--- src/rtl/secflt_pkg.sv ---
package secflt_pkg;

    typedef enum logic [1:0] {
        AREA_SEC  = 2'd0,
        AREA_PRIV = 2'd1,
        AREA_BANK = 2'd2,
        AREA_NONE = 2'd3
    } area_e;

    typedef struct packed {
        logic nspriv;
        logic spriv;
    } privcfg_t;

    // Item group of bit b in bank register r.
    function automatic int item_of(int r, int b, int dw, int nitems);
        return (r + b / (dw / nitems)) % nitems;
    endfunction

endpackage

--- src/rtl/secflt_cfg.sv ---
module secflt_cfg
    import secflt_pkg::*;
#(
    parameter int NITEMS = 4
) (
    input  logic              clk,
    input  logic              rst,
    input  logic              tz_en,
    input  logic              wr_sec_reg,
    input  logic              wr_priv_reg,
    input  logic              acc_sec,
    input  logic              acc_priv,
    input  logic [NITEMS-1:0] sec_wdata,
    input  logic [1:0]        priv_wdata,
    output logic [NITEMS-1:0] seccfg,
    output privcfg_t          pcfg
);

    logic sec_wr_ok;
    assign sec_wr_ok = tz_en && acc_sec && (acc_priv || !pcfg.spriv);

    always_ff @(posedge clk) begin
        if (rst) begin
            seccfg <= '0;
            pcfg   <= '0;
        end else begin
            if (wr_sec_reg && sec_wr_ok)
                seccfg <= sec_wdata;
            if (wr_priv_reg && acc_priv) begin
                pcfg.nspriv <= priv_wdata[1];
                if (acc_sec)
                    pcfg.spriv <= priv_wdata[0];
            end
        end
    end


    spriv_guard_chk: assert property (@(posedge clk) disable iff (rst)
        !(wr_priv_reg && acc_sec && acc_priv) |=> $stable(pcfg.spriv));


    nspriv_guard_chk: assert property (@(posedge clk) disable iff (rst)
        !(wr_priv_reg && acc_priv) |=> $stable(pcfg.nspriv));


    seccfg_tzoff_chk: assert property (@(posedge clk) disable iff (rst)
        !tz_en |=> $stable(seccfg));


    seccfg_ns_chk: assert property (@(posedge clk) disable iff (rst)
        !acc_sec |=> $stable(seccfg));

endmodule

--- src/rtl/secflt_policy.sv ---
module secflt_policy
    import secflt_pkg::*;
#(
    parameter int          DW           = 16,
    parameter int          NITEMS       = 4,
    parameter int          NBANK        = 4,
    parameter int unsigned OPEN_RD_MASK = 32'h0003,
    localparam int         IDX_W        = (NBANK > 1) ? $clog2(NBANK) : 1
) (
    input  logic              tz_en,
    input  logic [NITEMS-1:0] seccfg,
    input  privcfg_t          pcfg,
    input  logic [IDX_W-1:0]  bank_idx,
    input  logic              acc_wr,
    input  logic              acc_sec,
    input  logic              acc_priv,
    output logic [DW-1:0]     mask
);

    logic [NBANK-1:0][DW-1:0] grp_sec;

    for (genvar r = 0; r < NBANK; r++) begin : g_reg
        for (genvar b = 0; b < DW; b++) begin : g_bit
            localparam int ITM = item_of(r, b, DW, NITEMS);
            assign grp_sec[r][b] = seccfg[ITM];
        end
    end

    logic [DW-1:0] sec_bits;
    logic [DW-1:0] open_rd;
    logic [DW-1:0] ns_ok;
    logic          sec_ok;

    always_comb begin
        sec_bits = tz_en ? grp_sec[bank_idx] : '0;
        open_rd  = (!acc_wr && bank_idx == IDX_W'(NBANK - 1)) ? DW'(OPEN_RD_MASK) : '0;
        sec_ok   = acc_sec && (acc_priv || !pcfg.spriv);
        ns_ok    = {DW{acc_priv || !pcfg.nspriv}} | open_rd;
        mask     = (sec_bits & {DW{sec_ok}}) | (~sec_bits & ns_ok);
    end

endmodule

--- src/rtl/secflt_bank.sv ---
module secflt_bank #(
    parameter int  DW    = 16,
    parameter int  NBANK = 4,
    localparam int IDX_W = (NBANK > 1) ? $clog2(NBANK) : 1
) (
    input  logic                     clk,
    input  logic                     rst,
    input  logic                     we,
    input  logic [IDX_W-1:0]         idx,
    input  logic [DW-1:0]            wmask,
    input  logic [DW-1:0]            wdata,
    output logic [NBANK-1:0][DW-1:0] regs
);

    for (genvar r = 0; r < NBANK; r++) begin : g_r
        always_ff @(posedge clk) begin
            if (rst)
                regs[r] <= '0;
            else if (we && idx == IDX_W'(r))
                regs[r] <= (regs[r] & ~wmask) | (wdata & wmask);
        end
    end


    bank_idle_chk: assert property (@(posedge clk) disable iff (rst)
        !we |=> $stable(regs));

endmodule

--- src/rtl/secflt_top.sv ---
module secflt_top
    import secflt_pkg::*;
#(
    parameter int          DW           = 16,
    parameter int          NITEMS       = 4,
    parameter int          NBANK        = 4,
    parameter int unsigned OPEN_RD_MASK = 32'h0003,
    parameter int          AW           = $clog2(NBANK + 2)
) (
    input  logic          clk,
    input  logic          rst,
    input  logic          tz_en,
    input  logic          bus_sel,
    input  logic          bus_wr,
    input  logic [AW-1:0] bus_addr,
    input  logic [DW-1:0] bus_wdata,
    input  logic          bus_sec,
    input  logic          bus_priv,
    output logic [DW-1:0] bus_rdata
);

    localparam int IDX_W = (NBANK > 1) ? $clog2(NBANK) : 1;

    area_e                    area;
    logic [IDX_W-1:0]         bank_idx;
    logic [NITEMS-1:0]        seccfg;
    privcfg_t                 pcfg;
    logic [DW-1:0]            mask;
    logic [NBANK-1:0][DW-1:0] bank_q;

    always_comb begin
        area = AREA_NONE;
        if (bus_addr == AW'(0))
            area = AREA_SEC;
        else if (bus_addr == AW'(1))
            area = AREA_PRIV;
        else if ({1'b0, bus_addr} < (AW + 1)'(NBANK + 2))
            area = AREA_BANK;
    end

    assign bank_idx = IDX_W'(bus_addr - AW'(2));

    secflt_cfg #(.NITEMS(NITEMS)) u_cfg (
        .clk         (clk),
        .rst         (rst),
        .tz_en       (tz_en),
        .wr_sec_reg  (bus_sel && bus_wr && area == AREA_SEC),
        .wr_priv_reg (bus_sel && bus_wr && area == AREA_PRIV),
        .acc_sec     (bus_sec),
        .acc_priv    (bus_priv),
        .sec_wdata   (bus_wdata[NITEMS-1:0]),
        .priv_wdata  (bus_wdata[1:0]),
        .seccfg      (seccfg),
        .pcfg        (pcfg)
    );

    secflt_policy #(
        .DW(DW), .NITEMS(NITEMS), .NBANK(NBANK), .OPEN_RD_MASK(OPEN_RD_MASK)
    ) u_pol (
        .tz_en    (tz_en),
        .seccfg   (seccfg),
        .pcfg     (pcfg),
        .bank_idx (bank_idx),
        .acc_wr   (bus_wr),
        .acc_sec  (bus_sec),
        .acc_priv (bus_priv),
        .mask     (mask)
    );

    secflt_bank #(.DW(DW), .NBANK(NBANK)) u_bank (
        .clk   (clk),
        .rst   (rst),
        .we    (bus_sel && bus_wr && area == AREA_BANK),
        .idx   (bank_idx),
        .wmask (mask),
        .wdata (bus_wdata),
        .regs  (bank_q)
    );

    always_comb begin
        bus_rdata = '0;
        if (bus_sel && !bus_wr) begin
            unique case (area)
                AREA_SEC:  if (tz_en) bus_rdata[NITEMS-1:0] = seccfg;
                AREA_PRIV: bus_rdata[1:0] = {pcfg.nspriv, pcfg.spriv};
                AREA_BANK: bus_rdata = bank_q[bank_idx] & mask;
                default:   bus_rdata = '0;
            endcase
        end
    end


    tzoff_seccfg_raz_chk: assert property (@(posedge clk) disable iff (rst)
        bus_sel && !bus_wr && area == AREA_SEC && !tz_en |-> bus_rdata == '0);


    ns_read_secure_raz_chk: assert property (@(posedge clk) disable iff (rst)
        bus_sel && !bus_wr && !bus_sec && tz_en && (&seccfg) && area == AREA_BANK
        |-> bus_rdata == '0);


    nspriv_write_block_chk: assert property (@(posedge clk) disable iff (rst)
        bus_sel && bus_wr && !bus_priv && pcfg.nspriv && !tz_en && area == AREA_BANK
        |=> $stable(bank_q));


    write_no_rdata_chk: assert property (@(posedge clk) disable iff (rst)
        bus_wr |-> bus_rdata == '0);

endmodule

--- config.mk ---
export PLATFORM = sky130hd
export DESIGN_NAME = secflt_top
export DESIGN_NICKNAME = d
export VERILOG_FILES = /design/src/rtl/secflt_pkg.sv /design/src/rtl/secflt_cfg.sv /design/src/rtl/secflt_policy.sv /design/src/rtl/secflt_bank.sv /design/src/rtl/secflt_top.sv
export SDC_FILE = /design/constraint.sdc
export NUM_CORES = 1
export LEC_CHECK = 0
export CAP_MARGIN = 5
export CORE_MARGIN = 1
export CORE_UTILIZATION = 55
export CTS_CLUSTER_SIZE = 30
export DETAILED_ROUTE_END_ITERATION = 10
export GPL_ROUTABILITY_DRIVEN = 0
export PLACE_DENSITY = 0.81
export SLEW_MARGIN = 20
export SYNTH_ARGS = -nofsm -noshare
export SYNTH_HDL_FRONTEND = slang
export SYNTH_HIERARCHICAL = 1
export SYNTH_SLANG_ARGS = --single-unit
export TNS_END_PERCENT = 1
--- constraint.sdc ---
create_clock -name clk -period 5 [get_ports clk]
set_input_delay 0.75 -clock clk [delete_from_list [all_inputs] [get_ports clk]]
set_output_delay 0.75 -clock clk [all_outputs]
set_load 0.01 [all_outputs]
==> summary.md, run 1 <==
| Metric | Value |
|---|---|
| Outcome | finished clean |
| Initial DRC count | 187 |
| Vias in the first global route | 3,101 |
| Clock sink count | 70 |
| CTS resizes | 0 |
| Die span in x | 91.2 um |
| CTS tree | yes |
| Max cap viols | 0 |
| Adder-cell share of the synthesized area | 0% |
| Switching Fraction | 23.8% |
| Diode count | 0 |
| Post-Synthesis Cells | 420 |
| Clock network power share | 41.8% |
| CTS root buf | clkbuf_8 |
| IO buf count | 41 |
| Row count | 32 |
| Unique masters post-synth | 35 |
| Share of cells above drive strength 1 | 12.0% |
| Crit path kind | input pin to output pin |
| Min cycle time layout | 4.15 ns |
| DRC | 0 |
| Mapped Area | 4380 um^2 |
| Final instance area | 4900 um^2 |
| Max Clock Freq | 241 MHz |
| Arrival @ worst endpoint | 3.40 ns |
| P_leak | 1.99 nW |
| Final Hold Fails | 0 |
| Sequential cell area | 1400 um^2 |
| Synth Area in Compound Gates | 2.54% |
| Clk Latency, worst-skew pair | 0.35 ns |
| Initial core utilization | 56.7% |
| Nets | 463 |
| Max VDD drop | 137 uV |
| FF-to-FF setup slack | 3.08 ns |
| Hold crit path type | register to register |
| Ys Warns | 6 |
| Syn avg cell area | 10.4 um^2 |
| Sequential area share after synthesis | 32.0% |
| Hpwl dp | 5730 um |
| Average wire per standard cell | 17.0 um |
| Setup TNS | 0 ns |
| GRT Residual Overflow | 0 |
| Die Height | 91.2 um |
| 1st-pass router iterations | 4 |
| Max Root-Sink Buffers | 2 |
| Clock slew at reported path FFs | 0.07 ns |
| Largest net degree at the start of global routing | 91 |
| Num CTS Buffers | 9 |
| Worst slew pin tran | 0.705 ns |
| Critical Path End Type | output pin |
| Startpoint types | input pin |
| Flop pwr share | 46.9% |
| Area growth, synth to finish | 12.0% |
| Mux cell area share after synthesis | 26.8% |
| Req. time, crit path | 4.25 ns |
| WHS Path Cells | 2 |
| RSZ-0062 raised after global routing | false |
| Num ports | 42 |
| Tcrit/Tclk final | 83.1% |
| Core area | 7730 um^2 |
| Multi-input logic area | 2640 um^2 |
| WL final | 9270 um |
| DR vias | 3,237 |
| Hold buffer count at cts | 0 |
| Final-layout fill cell count | 647 |
| Routed Antenna Nets | 0 |
| Pre-CTS WS | 0.860 ns |
| Tot GR Track Use | 23.1% |
| Final Max Tran Viols | 0 |
| Postcts setup bufs | 0 |
| Largest family of logic cells by synthesized area | simple AND/OR/NAND/NOR gates |
| Psw | 0.288 mW |
| Synthesized Nets | 446 |
| Placed cell area | 4690 um^2 |
| DR vias/cell | 5.95 |
| Global-route wire length before repair | 15,300 um |
| # H-tree levels | 3 |
| Initial antenna violation count | 0 |
| Combinational power share | 11.3% |
| Power Density | 247 nW/um^2 |
| Final setup margin | 0.847 ns |
| Final setup viols | 0 |
| Post-Synth XOR/XNOR Area | 0.200% |
| Post-Synth Simple-Gate Area | 30.7% |
| Power Internal | 0.924 mW |
| Clock skew | 0.00920 ns |
| Reg2reg path depth | 6 |
| Die area | 8320 um^2 |
| Yosys reg bits | 70 |
| Critical path fanouts, max | 26 |
| Worst slew margin | 52.9% |
[per-layer routing]
metal	up-vias	share of wire, %	routed length [um]	track usage (%)
met4	0	1.6	144	11.4
met2	62	47	4390	35.5
met5	-	0	0	0
met3	12	3.6	336	3.43
met1	1605	47	4390	31.8
li1	1558	-	-	-
[cell usage in the layout (no fill, tap or decap), types with 2 or more instances in the layout]
master,count
and4bb_1,9
clkbuf_8,10
a22oi_1,2
and3_1,12
nor2b_1,5
clkinv_2,2
o22a_1,2
nand4_1,16
a32o_1,2
and4bb_2,7
mux2i_1,80
dfxtp_1,70
nand3_1,3
nand2_1,8
clkbuf_1,2
mux4_2,13
inv_1,2
o22ai_1,4
clkdlybuf4s50_1,39
buf_4,12
bufinv_16,2
nand2b_1,91
nand4b_1,32
mux4_1,3
[power groups by stage]
stage | sequential, mW | combinational [mW] | clock (mW)
2_1_floorplan | 0.580 | 0.101 | 0
3_3_place_gp | 0.581 | 0.134 | 0
3_5_place_dp | 0.582 | 0.136 | 0
4_1_cts | 0.569 | 0.137 | 0.513
5_1_grt | 0.570 | 0.147 | 0.537
6_report | 0.569 | 0.137 | 0.507
[synth_stat cells]
| cell | instances | area share [%] |
|---|---|---|
| a21oi_1 | 1 | 0.11 |
| a21oi_4 | 1 | 0.37 |
| a22oi_1 | 2 | 0.34 |
| a32o_1 | 2 | 0.46 |
| and3_1 | 12 | 1.7 |
| and4bb_1 | 9 | 2.6 |
| and4bb_2 | 7 | 2.0 |
| buf_12 | 1 | 0.46 |
| buf_2 | 10 | 1.1 |
| buf_4 | 15 | 2.6 |
| buf_6 | 6 | 1.5 |
| buf_8 | 2 | 0.69 |
| clkbuf_1 | 13 | 1.1 |
| dfxtp_1 | 70 | 32 |
| inv_1 | 2 | 0.17 |
| inv_2 | 1 | 0.086 |
| mux2i_1 | 80 | 18 |
| mux4_1 | 3 | 1.8 |
| mux4_2 | 13 | 6.7 |
| nand2_1 | 8 | 0.69 |
| nand2_2 | 1 | 0.14 |
| nand2b_1 | 91 | 13 |
| nand3_1 | 3 | 0.34 |
| nand4_1 | 16 | 2.3 |
| nand4b_1 | 32 | 6.4 |
| nor2_1 | 2 | 0.17 |
| nor2b_1 | 5 | 0.71 |
| nor4_1 | 1 | 0.14 |
| nor4b_1 | 1 | 0.20 |
| o21a_1 | 1 | 0.17 |
| o21ai_0 | 1 | 0.11 |
| o22a_1 | 2 | 0.40 |
| o22ai_1 | 4 | 0.57 |
| or4b_4 | 1 | 0.31 |
| xnor2_1 | 1 | 0.20 |
[logic make-up after synthesis]
family,after synthesis
AOI/OAI and AO/OA,14
xor gates and xnor gates,1
buffers and inverters,50
DFF,70
muxes,96
and+or+nand+nor,189
[worst paths after layout]
kind / to / start
worst min register to register: register / register
worst max-delay path: bus_rdata[10] / bus_addr[1]
worst max register to register: register / u_cfg/seccfg[0]$_SDFFE_PP0P_
worst min-delay path: register / register
[worst max-delay path, cell delays in order]
cell	delay, ns
clkdlybuf4s50_1	0.42
inv_1	0.53
mux4_2	0.41
nand2_1	0.10
mux2i_1	0.20
buf_4	0.25
and3_1	0.20
clkdlybuf4s50_1	0.53
[cell type report]
type,count,area share [%]
clock buffers,12,2.96
clock inverters,4,1.43
inverters,3,0.230
multi-input cells,300,53.9
flip-flops and latches,70,28.6
well taps,102,2.60
repair buffers,53,10.3
[metrics by stage]
step | instances | power [mW] | util [%] | hold slack (ns)
finish | 544 | 1.21 | 63.5 | 0.474
CTS | 544 | 1.22 | 63.4 | 0.476
floorplan | 420 | 0.681 | - | 0.444
global placement | 528 | 0.715 | 60.7 | 0.456
global route | 544 | 1.25 | 63.5 | 0.483
detailed placement | 528 | 0.718 | 60.7 | 0.461
Power figures use the tool's default switching activity.
==> run 2: changes to the inputs <==
- clock period: 5 -> 4.3 ns (I/O delays scaled with it)
==> run 2 against run 1 <==
Net effect: utilization hardly changed; register-to-register slack worse by 0.67 ns; design area hardly changed; critical path depth stayed put; sequential share of layout area hardly changed; clock power is 20% higher; global-route usage hardly changed; final cell count is 0.37% lower; power is 18% higher; first-iteration DRC count is 2.1% lower.
==> summary.md, run 2 (synthesis gave the netlist of run 1 again) <==
| Metric | Value |
|---|---|
| Largest net degree at the start of global routing | 91 (unchanged) |
| Post-layout util | 63.5% (about the same) |
| Global-route wire length before repair | 15,500 um (+1.3%) |
| FF-to-FF setup slack | 2.41 ns (-0.67 ns) |
| CTS resizes | 0 (unchanged) |
| DR vias | 3,233 (-0.12%) |
| Area growth, synth to finish | 12.1% (about the same) |
| Initial antenna violation count | 0 (unchanged) |
| Buffers & Inverters on Critical Path | 4 (unchanged) |
| RSZ-0062 raised after global routing | false |
| WHS Path Cells | 2 (unchanged) |
| Initial core utilization | 56.7% (unchanged) |
| Die Height | 91.2 um (unchanged) |
| Die area | 8320 um^2 (unchanged) |
| Max Root-Sink Buffers | 2 (unchanged) |
| Max Clock Freq | 284 MHz |
| CTS tree | yes |
| Combinational power share | 11.2% (about the same) |
| Crit-path cells | clkdlybuf4s50_1 -> inv_1 -> mux4_2 -> nand2_1 -> mux2i_1 -> buf_4 -> and3_1 -> clkdlybuf4s50_1 |
| Die span in x | 91.2 um (unchanged) |
| Power Internal | 1.09 mW (+18%) |
| CP peak stage delay | 0.54 ns (about the same) |
| Min cycle time layout | 3.52 ns |
| Num ports | 42 (unchanged) |
| Worst slew margin | 54.9% (+2.0 points) |
| Total power | 1.43 mW (+18%) |
| Worst path depth | 8 (unchanged) |
| DRC | 0 (unchanged) |
| Hold crit path type | register to register |
| Final instance area | 4910 um^2 (about the same) |
| Switching Fraction | 23.6% (-0.17 points) |
| CTS root buf | clkbuf_8 |
| Share of cells above drive strength 1 | 12.0% (+0.055 points) |
| Max VDD drop | 180 uV (+32%) |
| Crit path kind | input pin to output pin |
| Hold slack | 0.473 ns (-0.000574 ns) |
| Psw | 0.337 mW (+17%) |
| # H-tree levels | 3 (unchanged) |
| Num CTS Buffers | 9 (unchanged) |
| Startpoint types | input pin |
| DR vias/cell | 5.96 (+0.24%) |
| Placed cell area | 4670 um^2 (-0.32%) |
| Routed Antenna Nets | 0 (unchanged) |
| Clock network power share | 42.5% (+0.7 points) |
| 1st-pass router iterations | 4 (unchanged) |
| Vias in the first global route | 3,142 (+1.3%) |
| Clock sink count | 70 (unchanged) |
| Outcome | finished clean |
| P_leak | 1.99 nW (-0.22%) |
| Row count | 32 (unchanged) |
| IO buf count | 41 (unchanged) |
| Commonest non-fill, non-tap cell in the layout | nand2b_1 |
| Power Density | 291 nW/um^2 (+18%) |
| Nets | 461 (-0.43%) |
| Initial DRC count | 183 (-2.1%) |
| Cell Count, Final, Fillers Out | 542 (-0.37%) |
| Final setup margin | 0.782 ns (-0.0654 ns) |
| Tot GR Track Use | 23.1% (-0.029 points) |
| Commonest cells after routing, fill and taps aside | nand2b_1, mux2i_1, dfxtp_1 |
| Max cap viols | 0 (unchanged) |
| Critical Path End Type | output pin |
| Average wire per standard cell | 17.0 um (about the same) |
| Setup TNS | 0 ns (unchanged) |
| Postcts setup bufs | 0 (unchanged) |
| Critical path fanouts, max | 20 (-23%) |
| Clock slew at reported path FFs | 0.07 ns (about the same) |
| Tcrit/Tclk final | 81.8% |
| Final Hold Fails | 0 (unchanged) |
| Hpwl dp | 5330 um (-7.1%) |
| GRT Residual Overflow | 0 (unchanged) |
| Hold buffer count at cts | 0 (unchanged) |
| WL final | 9230 um (-0.41%) |
| Arrival @ worst endpoint | 2.87 ns (-0.53 ns) |
| Diode count | 0 (unchanged) |
| Reg2reg path depth | 6 (unchanged) |
| Req. time, crit path | 3.65 ns (-0.60 ns) |
| Placed insts | 526 (-0.38%) |
| Clock skew | 0.0116 ns (+0.00240 ns) |
| Core area | 7730 um^2 (unchanged) |
| Flop pwr share | 46.3% (-0.6 points) |
| Clk Latency, worst-skew pair | 0.34 ns (about the same) |
| Worst slew pin tran | 0.677 ns (-0.0286 ns) |
| Final setup viols | 0 (unchanged) |
| Final Max Tran Viols | 0 (unchanged) |
| Most common cell on crit path | clkdlybuf4s50_1 |
| Slowest CP cell | clkdlybuf4s50_1 |
| Delay-heaviest family, CP | buffers and inverters |
| Pre-CTS WS | 0.808 ns (-0.0519 ns) |
[run 2: layout make-up]
class                   count  area, um^2
inverters                   3        11.3
fillers                   622        2820
multi-input cells         300        2640
well taps                 102         128
clock buffers              11         151
repair buffers             51         490
flip-flops and latches     70        1400
clock inverters             5        81.3
[run 2: layer usage]
| metal | up-vias | track usage (%) | wire [um] |
|---|---|---|---|
| li1 | 1566 | - | - |
| met1 | 1596 | 31.8 | 4330 |
| met2 | 62 | 36.9 | 4450 |
| met3 | 9 | 4.77 | 358 |
| met4 | 0 | 6.35 | 89 |
| met5 | - | 0 | 0 |
[run 2: final timing paths]
path	startpoint	to
setup / recovery	bus_addr[1]	bus_rdata[11]
setup reg to reg	u_cfg/seccfg[2]$_SDFFE_PP0P_	register
hold reg to reg	register	register
hold / removal	register	register
[run 2: worst min-delay path: stages (launching register included)]
cell and delay (ns):
dfxtp_1 0.31, nand2b_1 0.06, mux2i_1 0.06
[run 2: power groups by stage]
stage / sequential (mW) / clock (mW) / combinational, mW
final: 0.661 / 0.607 / 0.159
after global routing: 0.662 / 0.649 / 0.171
after CTS: 0.661 / 0.621 / 0.159
after detailed placement: 0.676 / 0 / 0.158
after global placement: 0.676 / 0 / 0.155
after floorplan: 0.675 / 0 / 0.117
